`src/rtl/conv_seq_pkg.sv`:
```
package conv_seq_pkg;

    localparam logic [2:0] MODE_OFF = 3'b000;

    // A mode converts only when a channel is selected in its low bits.
    function automatic logic mode_runs(input logic [2:0] m);
        return m[1:0] != 2'b00;
    endfunction

    // The top bit of the mode asks for back-to-back windows.
    function automatic logic mode_repeats(input logic [2:0] m);
        return m[2];
    endfunction

endpackage

```
`src/rtl/conv_tick_gen.sv`:
```
module conv_tick_gen #(
    parameter int TICK_DIV = 4
) (
    input  logic clk,
    input  logic rst_n,
    input  logic clr,
    input  logic run,
    output logic tick
);
    localparam int DIV_W = (TICK_DIV > 1) ? $clog2(TICK_DIV) : 1;
    localparam logic [DIV_W-1:0] DIV_LAST = DIV_W'(TICK_DIV - 1);

    logic [DIV_W-1:0] div_d, div_q;

    always_comb begin
        tick  = run && (div_q == DIV_LAST);
        div_d = div_q;
        if (clr || tick) begin
            div_d = '0;
        end else if (run) begin
            div_d = div_q + 1'b1;
        end
    end

    always_ff @(posedge clk or negedge rst_n) begin
        if (!rst_n) begin
            div_q <= '0;
        end else begin
            div_q <= div_d;
        end
    end
endmodule

```
`src/rtl/conv_window.sv`:
```
module conv_window #(
    parameter int MAX_W = 16
) (
    input  logic             clk,
    input  logic             rst_n,
    input  logic             clr,
    input  logic             tick,
    input  logic [MAX_W-1:0] limit,
    output logic             last
);
    logic [MAX_W-1:0] win_d, win_q;

    always_comb begin
        last  = tick && (win_q == limit);
        win_d = win_q;
        if (clr || last) begin
            win_d = '0;
        end else if (tick) begin
            win_d = win_q + 1'b1;
        end
    end

    always_ff @(posedge clk or negedge rst_n) begin
        if (!rst_n) begin
            win_q <= '0;
        end else begin
            win_q <= win_d;
        end
    end
endmodule

```
`src/rtl/conv_accum.sv`:
```
module conv_accum #(
    parameter int MAX_W = 16
) (
    input  logic             clk,
    input  logic             rst_n,
    input  logic             clr,
    input  logic             pulse_en,
    input  logic [MAX_W-1:0] limit,
    output logic [MAX_W-1:0] value_nx
);
    logic [MAX_W-1:0] acc_d, acc_q;

    always_comb begin
        // Hold at full scale instead of wrapping.
        value_nx = acc_q;
        if (pulse_en && (acc_q < limit)) begin
            value_nx = acc_q + 1'b1;
        end
        acc_d = clr ? '0 : value_nx;
    end

    always_ff @(posedge clk or negedge rst_n) begin
        if (!rst_n) begin
            acc_q <= '0;
        end else begin
            acc_q <= acc_d;
        end
    end
endmodule

```
`src/rtl/conv_seq.sv`:
```
module conv_seq
    import conv_seq_pkg::*;
#(
    parameter int MAX_W    = 16,
    parameter int RES_STEP = 4,
    parameter int TICK_DIV = 4
) (
    input  logic             clk,
    input  logic             rst_n,
    input  logic             cfg_wr,
    input  logic [2:0]       cfg_mode,
    input  logic [1:0]       cfg_res,
    input  logic             cfg_range,
    input  logic             pulse_in,
    output logic             busy_o,
    output logic [1:0]       afe_chan_o,
    output logic             afe_range_o,
    output logic [2:0]       mode_o,
    output logic [MAX_W-1:0] data_o,
    output logic             done_o
);
    localparam logic [MAX_W-1:0] FULL_SCALE = '1;

    typedef struct packed {
        logic             run;
        logic [2:0]       mode;
        logic [1:0]       res;
        logic             range;
        logic [MAX_W-1:0] data;
        logic             done;
    } seq_state_t;

    seq_state_t st_d, st_q;

    logic [MAX_W-1:0] limit;
    logic             seq_clr;
    logic             tick;
    logic             win_last;
    logic             pulse_en;
    logic [MAX_W-1:0] acc_nx;
    logic [1:0]       res_cur;

    assign limit    = FULL_SCALE >> (RES_STEP * int'(st_q.res));
    assign seq_clr  = cfg_wr || !st_q.run || win_last;
    assign pulse_en = st_q.run && pulse_in;
    assign res_cur  = st_q.res;

    conv_tick_gen #(.TICK_DIV(TICK_DIV)) u_tick (
        .clk   (clk),
        .rst_n (rst_n),
        .clr   (seq_clr),
        .run   (st_q.run),
        .tick  (tick)
    );

    conv_window #(.MAX_W(MAX_W)) u_window (
        .clk   (clk),
        .rst_n (rst_n),
        .clr   (seq_clr),
        .tick  (tick),
        .limit (limit),
        .last  (win_last)
    );

    conv_accum #(.MAX_W(MAX_W)) u_accum (
        .clk      (clk),
        .rst_n    (rst_n),
        .clr      (seq_clr),
        .pulse_en (pulse_en),
        .limit    (limit),
        .value_nx (acc_nx)
    );

    always_comb begin
        st_d      = st_q;
        st_d.done = 1'b0;
        if (cfg_wr) begin
            // A write always wins: the running window is discarded.
            st_d.mode  = cfg_mode;
            st_d.res   = cfg_res;
            st_d.range = cfg_range;
            st_d.run   = mode_runs(cfg_mode);
        end else if (st_q.run && win_last) begin
            st_d.data = acc_nx;
            st_d.done = 1'b1;
            if (!mode_repeats(st_q.mode)) begin
                st_d.run  = 1'b0;
                st_d.mode = MODE_OFF;
            end
        end
    end

    always_ff @(posedge clk or negedge rst_n) begin
        if (!rst_n) begin
            st_q <= '0;
        end else begin
            st_q <= st_d;
        end
    end

    assign busy_o      = st_q.run;
    assign afe_chan_o  = st_q.run ? st_q.mode[1:0] : 2'b00;
    assign afe_range_o = st_q.range;
    assign mode_o      = st_q.mode;
    assign data_o      = st_q.data;
    assign done_o      = st_q.done;
endmodule

```
`config.mk`:
```
export PLATFORM = sky130hd
export DESIGN_NAME = conv_seq
export DESIGN_NICKNAME = d
export VERILOG_FILES = /design/src/rtl/conv_seq_pkg.sv /design/src/rtl/conv_tick_gen.sv /design/src/rtl/conv_window.sv /design/src/rtl/conv_accum.sv /design/src/rtl/conv_seq.sv
export SDC_FILE = /design/constraint.sdc
export NUM_CORES = 1
export LEC_CHECK = 0
export BUFFER_PORTS_ARGS = -buffer_cell sky130_fd_sc_hd__buf_2
export CAP_MARGIN = 20
export CORE_UTILIZATION = 50
export CTS_CLUSTER_SIZE = 20
export DETAILED_ROUTE_END_ITERATION = 10
export PLACE_DENSITY = 0.79
export REMOVE_ABC_BUFFERS = 1
export SYNTH_ARGS = -nofsm -noshare
export SYNTH_HDL_FRONTEND = slang
export SYNTH_HIERARCHICAL = 1
export SYNTH_SLANG_ARGS = --single-unit
```
`constraint.sdc`:
```
create_clock -name clk -period 4.26 [get_ports clk]
set_input_delay 0.852 -clock clk [delete_from_list [all_inputs] [get_ports clk]]
set_output_delay 0.852 -clock clk [all_outputs]
set_load 0.005 [all_outputs]
```
After elaboration in Yosys (flattened, before gate mapping)
Index checks and enable logic that the tools add are counted.
Cells by class
  order comparisons: 1
  add/subtract/negate cells: 3
  reductions and logical operators: 16
  multiplexer cells: 12
  bitwise logic cells: 1
  equal/unequal tests: 3
  shift-type cells: 1
Operators with widths (count)
  $mux W16: 4
  $add A16 B1 Y16 const B: 2
  $eq A16 B16 Y1: 1
  $lt A16 B16 Y1: 1
  $shr A16 B4 Y16 const A: 1
  $mux W4: 3
  $reduce_bool A2 Y1: 4
  $mux W2: 3
  $logic_and A1 B1 Y1: 5
  $logic_or A1 B1 Y1: 4
  $reduce_and A2 Y1: 2
  $add A2 B1 Y2 const B: 1
  $eq A2 B2 Y1 const B: 1
  $mux W1: 2
  $ne A2 B2 Y1 const B: 1
  $logic_not A1 Y1: 1
  $not A1 Y1: 1
Storage, ports and cells
  word-level logic and storage cells: 47
  register bits after elaboration: 58
  output and inout port bits: 24

Longest topological paths before layout
Gate-level depths: netlist (run 1).
  depth in word-level cells: 6
  depth in mapped cells: 11
  depth with buffers taken out: 10

Cells and area by module
The synthesis (run 1) kept the hierarchy.
By module, submodules not included
  conv_accum: area an instance 1352.5 µm², cells each 154, instances 1, seq. area each 400.4 µm²
  conv_seq: area an instance 998.5 µm², cells each 68, instances 1, seq. area each 600.6 µm²
  conv_window: area an instance 985.9 µm², cells each 102, instances 1, seq. area each 400.4 µm²
  conv_tick_gen: area an instance 110.1 µm², cells each 10, instances 1, seq. area each 50.0 µm²

Worst setup path before layout (run 1)
No wires, ideal clock.
  path type: register to register
  start point: reg st_q (netlist bit res_cur[0])
  end point: reg u_accum.acc_q[14]
  stages on the path, launching flop included: 10
  required time: 4129 ps
  slack: 1050 ps
  arrival: 3080 ps
  clock period less this slack: 3210 ps
  cells stage by stage: dfrtp_1 nor2_1 xor2_1 nor4_2 nand2b_1 nor4_1 or3_1 clkdlybuf4s50_1 dlymetal6s2s_1 nor2b_1
Between the ends
  word-level cells in the longest chain between the ends: 5
  elaborated cells on any way between the ends: 8
RTL lines
  start, declared: RTL line conv_seq.sv:33  | seq_state_t st_d, st_q;
  start signal, assigned: RTL line conv_seq.sv:97  | st_q <= st_d;
  $shr A16 B4 Y16: RTL line conv_seq.sv:43  | assign limit = FULL_SCALE >> (RES_STEP * int'(st_q.res));
  named net limit[12]: RTL line conv_seq.sv:35  | logic [MAX_W-1:0] limit;
  $eq A16 B16 Y1: RTL line conv_window.sv:14  | last = tick && (win_q == limit);
  $logic_and A1 B1 Y1: RTL line conv_window.sv:14
  named net win_last: RTL line conv_seq.sv:38  | logic win_last;
  $logic_or A1 B1 Y1: RTL line conv_seq.sv:44  | assign seq_clr = cfg_wr || !st_q.run || win_last;
  named net seq_clr: RTL line conv_seq.sv:36  | logic seq_clr;
  $mux W16: RTL line conv_accum.sv:19  | acc_d = clr ? '0 : value_nx;
  named net u_accum.acc_d[14]: RTL line conv_accum.sv:11  | logic [MAX_W-1:0] acc_d, acc_q;
  end signal, assigned: RTL line conv_accum.sv:24  | acc_q <= '0;
  end signal, assigned: RTL line conv_accum.sv:26  | acc_q <= acc_d;
  end, declared: RTL line conv_accum.sv:11
The timed path passes the listed nets, and every way through them passes these cells.
A chain may end at the register's enable or synchronous reset.

Worst setup path in the final report (run 1)
  start point: reg st_q (netlist bit res_cur[0])
  end point: reg u_accum.acc_q[7]
The elaborated chain is that of the path after synthesis.

==> results of run 1 <==
## where the power goes
group,switching [mW],internal [mW]
Clock,0.204,0.260
Sequential,0.00847,0.559
Combinational,0.0629,0.0379
Total,0.275,0.857
## registers in the layout, summed over array words and instances (netlist names)
register and flops:
done_o 1, busy_o 1, mode_o 3, afe_range_o 1, u_accum/acc_q 16, u_tick/div_q 2, data_o 16, u_window/win_q 16
res_cur 2
## kinds of logic (layout without fill, tap and decap cells)
| kind of cell | after synthesis | in the layout | share of synthesized area |
|---|---|---|---|
| xor+xnor | 39 | 39 | 0.0991 |
| simple gates | 125 | 125 | 0.194 |
| flops | 58 | 58 | 0.421 |
| other cells | 1 | 8 | 0.00109 |
| mux | 23 | 23 | 0.0846 |
| buf+inv | 29 | 68 | 0.0483 |
| fa+ha+maj | 18 | 18 | 0.0653 |
| compound gates | 41 | 41 | 0.0867 |
## area by class of cell
cell class                      instances  area [µm²]
Clock buffer                           10         128
Multi-Input combinational cell        254        1860
Fill cell                             551        2670
Clock inverter                          4        45.0
Timing Repair Buffer                   35         180
Tap cell                               77        96.3
Inverter                               19        71.3
Sequential cell                        58        1450
## placed cells by master, fill, tap and decap left out, types with 5 or more instances in the layout
master                     synthesis  final
sky130_fd_sc_hd__mux2_4            9      9
sky130_fd_sc_hd__xor2_1           15     15
sky130_fd_sc_hd__o31ai_1           7      7
sky130_fd_sc_hd__or4_1             6      6
sky130_fd_sc_hd__nor2b_1          12     12
sky130_fd_sc_hd__conb_1            1      8
sky130_fd_sc_hd__xnor2_1          24     24
sky130_fd_sc_hd__nand2b_1          5      5
sky130_fd_sc_hd__ha_1             18     18
sky130_fd_sc_hd__nand3_1          11     11
sky130_fd_sc_hd__a21oi_1          10     10
sky130_fd_sc_hd__inv_1            19     19
sky130_fd_sc_hd__dfrtp_1          58     58
sky130_fd_sc_hd__nand4_1          13     13
sky130_fd_sc_hd__buf_2             2     33
sky130_fd_sc_hd__mux2_2           13     13
sky130_fd_sc_hd__o21ai_0           7      7
sky130_fd_sc_hd__nand2_1          24     24
sky130_fd_sc_hd__clkbuf_8          1      9
sky130_fd_sc_hd__nor2_1           31     31
## path summary, 6_finish.rpt
path	from	end	slack (ns)	cells past startpoint
max	res_cur[0]	u_accum/acc_q[7]	1.02	9
min	data_o[12]	data_o[12]	0.50	1
max reg2reg	res_cur[0]	u_accum/acc_q[7]	1.02	9
max in group asynchronous	rst_n	data_o[11]	3.12	2
min reg2reg	data_o[12]	data_o[12]	0.50	1
min in group asynchronous	rst_n	mode_o[1]	0.65	2
## routing by layer
metal	global-route usage	wire length [µm]	vias up
met2	0.306	2900	56
met3	0.0379	245	15
met5	0	0	-
met4	0.109	190	0
li1	-	-	1247
met1	0.277	3230	1206
## per-stage QoR
stage,cells,area [µm²],power [mW],setup slack [ns]
global route,457,3830,1.18,0.768
CTS,457,3830,1.14,1.03
detailed placement,443,3650,0.678,1.05
global placement,443,3650,0.674,1.18
floorplan,331,3380,0.638,1.40
finish,457,3830,1.13,1.02
==> impl_metrics.yaml, run 1 <==
cts:
  clock_tree.root_cell: "sky130_fd_sc_hd__clkbuf_8"
  cts-htree-levels: 3
  cts-buffers-inserted: 9
  tritoncts_num_sinks: 58
  cts_resized: 0
  post-cts-setup-buffers: 0
  post_cts_hold_fix_bufs: 0
  clock_latency_late_sink_ns: 0.34
  worst_setup_hold_path_clk_slew_ns: 0.07
  tritoncts: "done"
  max-clock-path-buffers: 2
drt:
  avgRoutedWirePerCell_um: 14.4
  firstDrtPassIters: 4
  post_drt_via_cell_ratio: 5.52
  count_of_vias_placed_by_the_detailed_router: 2524
  detailedRoute.firstIterationViolations: 186
  route.final.wire_length_um: 6560
  antenna_left: 0
  route.detailed.drc: 0
sta:
  min_period_ns: 3.24
  max_clock_freq_mhz: 309
  post-route-period-util: 0.760
  clock_skew_ns: 0.0100
  hold-worst-slack_ns: 0.502
  hold_violations: 0
  setup_tns_ns: 0
  timing_worst_slew_pin_value_ns: 0.714
  rsz0062_at_grt: "no"
  max_slew_violations: 0
  worst_slew_margin_rel: 0.519
  timing.final.setup_violations: 0
run_status:
  status: "completed"
synth:
  synth_async_sr_flop_share: 1.00
  synthTopCellsByArea: "sky130_fd_sc_hd__dfrtp_1 (42%), sky130_fd_sc_hd__ha_1 (6.5%), sky130_fd_sc_hd__xnor2_1 (6.1%)"
  synth.most_common_cell: "sky130_fd_sc_hd__dfrtp_1"
  post_synth_instance_area_mm2: 0.00345
  synth_seq_cells: 58
  biggest_area_consumer_among_synthesized_cells: "sky130_fd_sc_hd__dfrtp_1"
  synth_edf_count: 0
  synth_top_cells_by_count: "sky130_fd_sc_hd__dfrtp_1 (58), sky130_fd_sc_hd__nor2_1 (31), sky130_fd_sc_hd__nand2_1 (24), sky130_fd_sc_hd__xnor2_1 (24), sky130_fd_sc_hd__inv_1 (19)"
  synth_top_cell_area_share: 0.421
  yosysUniqueCellTypes: 50
  top_flip_flop_cell_by_instance_count_after_synthesis: "sky130_fd_sc_hd__dfrtp_1"
  synth-seq-area-share: 0.421
  synth_cells: 334
  syn_area_per_cell_um2: 10.3
  synth_warnings: 6
setup_path:
  worst_path_largest_cell_delay_ns: 0.61
  worstPathRequired_ns: 4.48
  critPathLaunchType: "flip-flop"
  cp-end-kind: "flip-flop"
  timing.critical_path.fanout_max: 14
  crit_arrival_ns: 3.45
  slowest_stage: "sky130_fd_sc_hd__nor4_1"
  timing.critical_path.max_delay_family: "simple AND/OR/NAND/NOR gates"
  critical_path.n_buffers_inverters: 1
  criticalPathCategory: "flip-flop to flip-flop"
  timing.critical_path.cells: "nor2_1 -> xor2_1 -> nor4_2 -> nand2b_1 -> nor4_1 -> or3_1 -> buf_4 -> nor2b_1 -> mux2_2"
placement:
  gp_congestion: 0.885
  detailed_place_hpwl_um: 4650
  placement.io_buffers: 33
floorplanning:
  std_cell_rows: 29
  total_die_area_mm2: 0.00723
  die_y_um: 85.0
  chip_width_um: 85.0
  boundaryPins: 34
  start_util: 0.531
  core_mm2: 0.00649
grt:
  grt_first_pass_wirelength_um: 11400
  grt_pass1_vias: 2470
  antenna_found_initial: 0
  grt_start_max_net_pins: 59
  track_usage: 0.203
  overflow: 0
final_layout:
  layout_stage_area_growth_over_the_synthesis_result_pct: 11.0
  diodes: 0
  drive_gt1_frac: 0.211
  final_nets: 405
  utilization: 0.589
job:
  max_cap_violations: 0
power_and_ir_drop:
  leakagePower_nw: 1.93
  peakVddDrop_v: 0.000220
  power_per_unit_of_standard_cell_area_mw_per_mm2: 296
min_path:
  worst_hold_path_type: "flip-flop to flip-flop"
Power figures use the tool's default switching activity.
==> run 2: changes to the inputs <==
clock period = 3.11 ns   (was 4.26 ns; I/O delays follow)
==> run 2 against run 1 <==
Die area is the same. First-iteration DRC count down 26%. Critical path type unchanged. Largest cell class unchanged. Critical endpoint is now data_o[9]. Cell count up 0.88%. Clock skew shrank 0.0018 ns. Routed wire length grew 1.6%. Largest power group is now the clock network. Non-clock buffer count up 2. Count of clock-buffer cells in the layout unchanged.
==> impl_metrics.yaml, run 2 (same netlist as run 1, synthesis figures left out) <==
final_layout:
  layout_stage_area_growth_over_the_synthesis_result_pct: 13.4
  utilization: 0.602
  final_nets: 407
  multi_input_comb_area_mm2: 0.00186
  filler_cell_count: 538
  diodes: 0
  drive_gt1_frac: 0.219
  commonest_cells_after_routing_fill_and_taps_aside: "sky130_fd_sc_hd__dfrtp_1 (58), sky130_fd_sc_hd__buf_2 (33), sky130_fd_sc_hd__nor2_1 (31)"
  sequential_cell_area_mm2: 0.00145
  final_common_cell: "sky130_fd_sc_hd__dfrtp_1"
floorplanning:
  chip_width_um: 85.0
  boundaryPins: 34
  die_y_um: 85.0
  core_mm2: 0.00649
  total_die_area_mm2: 0.00723
  start_util: 0.531
  std_cell_rows: 29
sta:
  max_slew_violations: 0
  hold_violations: 0
  rsz0062_at_grt: "no"
  hold-worst-slack_ns: 0.278
  timing_worst_slew_pin_value_ns: 0.598
  fin_ws_ns: 0.275
  timing.final.setup_violations: 0
  worst_slew_margin_rel: 0.599
  setup_tns_ns: 0
  min_period_ns: 2.83
  max_clock_freq_mhz: 353
  clock_skew_ns: 0.00817
  post-route-period-util: 0.912
cts:
  clock_tree.root_cell: "sky130_fd_sc_hd__clkbuf_8"
  max-clock-path-buffers: 2
  cts-htree-levels: 3
  clock_latency_late_sink_ns: 0.34
  tritoncts_num_sinks: 58
  cts-buffers-inserted: 9
  worst_setup_hold_path_clk_slew_ns: 0.07
  tritoncts: "done"
drt:
  route.final.wire_length_um: 6670
  route.detailed.drc: 0
  firstDrtPassIters: 4
  post_drt_via_cell_ratio: 5.47
  antenna_left: 0
  avgRoutedWirePerCell_um: 14.5
  detailedRoute.firstIterationViolations: 137
  count_of_vias_placed_by_the_detailed_router: 2520
setup_path:
  criticalPathCategory: "flip-flop to flip-flop"
  worstPathRequired_ns: 3.38
  timing.critical_path.fanout_max: 18
  critPathLaunchType: "flip-flop"
  crit_arrival_ns: 3.11
  worst_r2r_path_depth: 10
  cp-end-kind: "flip-flop"
placement:
  detailed_place_hpwl_um: 4770
  gp_congestion: 0.899
  placement.io_buffers: 33
  place_worst_setup_slack_ns: 0.236
grt:
  grt_pass1_vias: 2469
  track_usage: 0.204
  grt_first_pass_wirelength_um: 11500
  antenna_found_initial: 0
  grt_start_max_net_pins: 33
  overflow: 0
min_path:
  worst_hold_path_type: "primary input to async pin"
power_and_ir_drop:
  peakVddDrop_v: 0.000267
  power.total_mw: 1.74
  leakagePower_nw: 1.97
  power_per_unit_of_standard_cell_area_mw_per_mm2: 444
run_status:
  status: "completed"
job:
  max_cap_violations: 0
## run 2: layout make-up
cell class / instances / area share
Clock buffer: 10 / 0.0326
Inverter: 19 / 0.0182
Multi-Input combinational cell: 254 / 0.476
Clock inverter: 6 / 0.0269
Tap cell: 77 / 0.0246
Timing Repair Buffer: 37 / 0.0499
Sequential cell: 58 / 0.371
## run 2: layer usage
| metal | part of all wire | vias to the layer above | GRT usage |
|---|---|---|---|
| met1 | 0.48 | 1194 | 0.268 |
| met5 | 0 | - | 0 |
| met2 | 0.45 | 58 | 0.320 |
| li1 | - | 1250 | - |
| met3 | 0.041 | 18 | 0.0399 |
| met4 | 0.029 | 0 | 0.111 |
## run 2: stage by stage
stage / area (µm²) / instances
global route: 3910 / 461
finish: 3910 / 461
floorplan: 3380 / 331
global placement: 3670 / 445
detailed placement: 3670 / 445
CTS: 3900 / 461
## run 2: final timing paths
check	start	end	slack, ns
max	res_cur[1]	data_o[9]	0.28
min	rst_n	u_window/win_q[3]	0.28
max reg2reg	res_cur[1]	data_o[9]	0.28
min reg2reg	data_o[1]	data_o[1]	0.50
max in group asynchronous	rst_n	u_accum/acc_q[8]	1.98
min in group clk	data_o[1]	data_o[1]	0.50
## run 2: power breakdown
part           internal, mW  total (mW)  switching [mW]  leakage, nW
Clock                 0.528       0.819           0.291        0.120
Combinational        0.0541       0.141          0.0871         1.06
Sequential            0.766       0.777          0.0118        0.795
## run 2: repair_timing
item / CTS / global route
hold buffers: 0 / 0
resized for setup: 0 / 1
buffers inserted: 0 / 0
setup endpoints to repair: 0 / 4
## run 2: critical path, stage by stage, from the launching register on
cell	delay, ns
sky130_fd_sc_hd__dfrtp_1	0.40
sky130_fd_sc_hd__inv_1	0.27
sky130_fd_sc_hd__inv_1	0.09
sky130_fd_sc_hd__ha_1	0.32
sky130_fd_sc_hd__a21oi_1	0.24
sky130_fd_sc_hd__nand2b_1	0.13
sky130_fd_sc_hd__a211oi_2	0.31
sky130_fd_sc_hd__o21ai_4	0.19
sky130_fd_sc_hd__or4_1	0.56
sky130_fd_sc_hd__nand2_1	0.11
sky130_fd_sc_hd__mux2_4	0.14
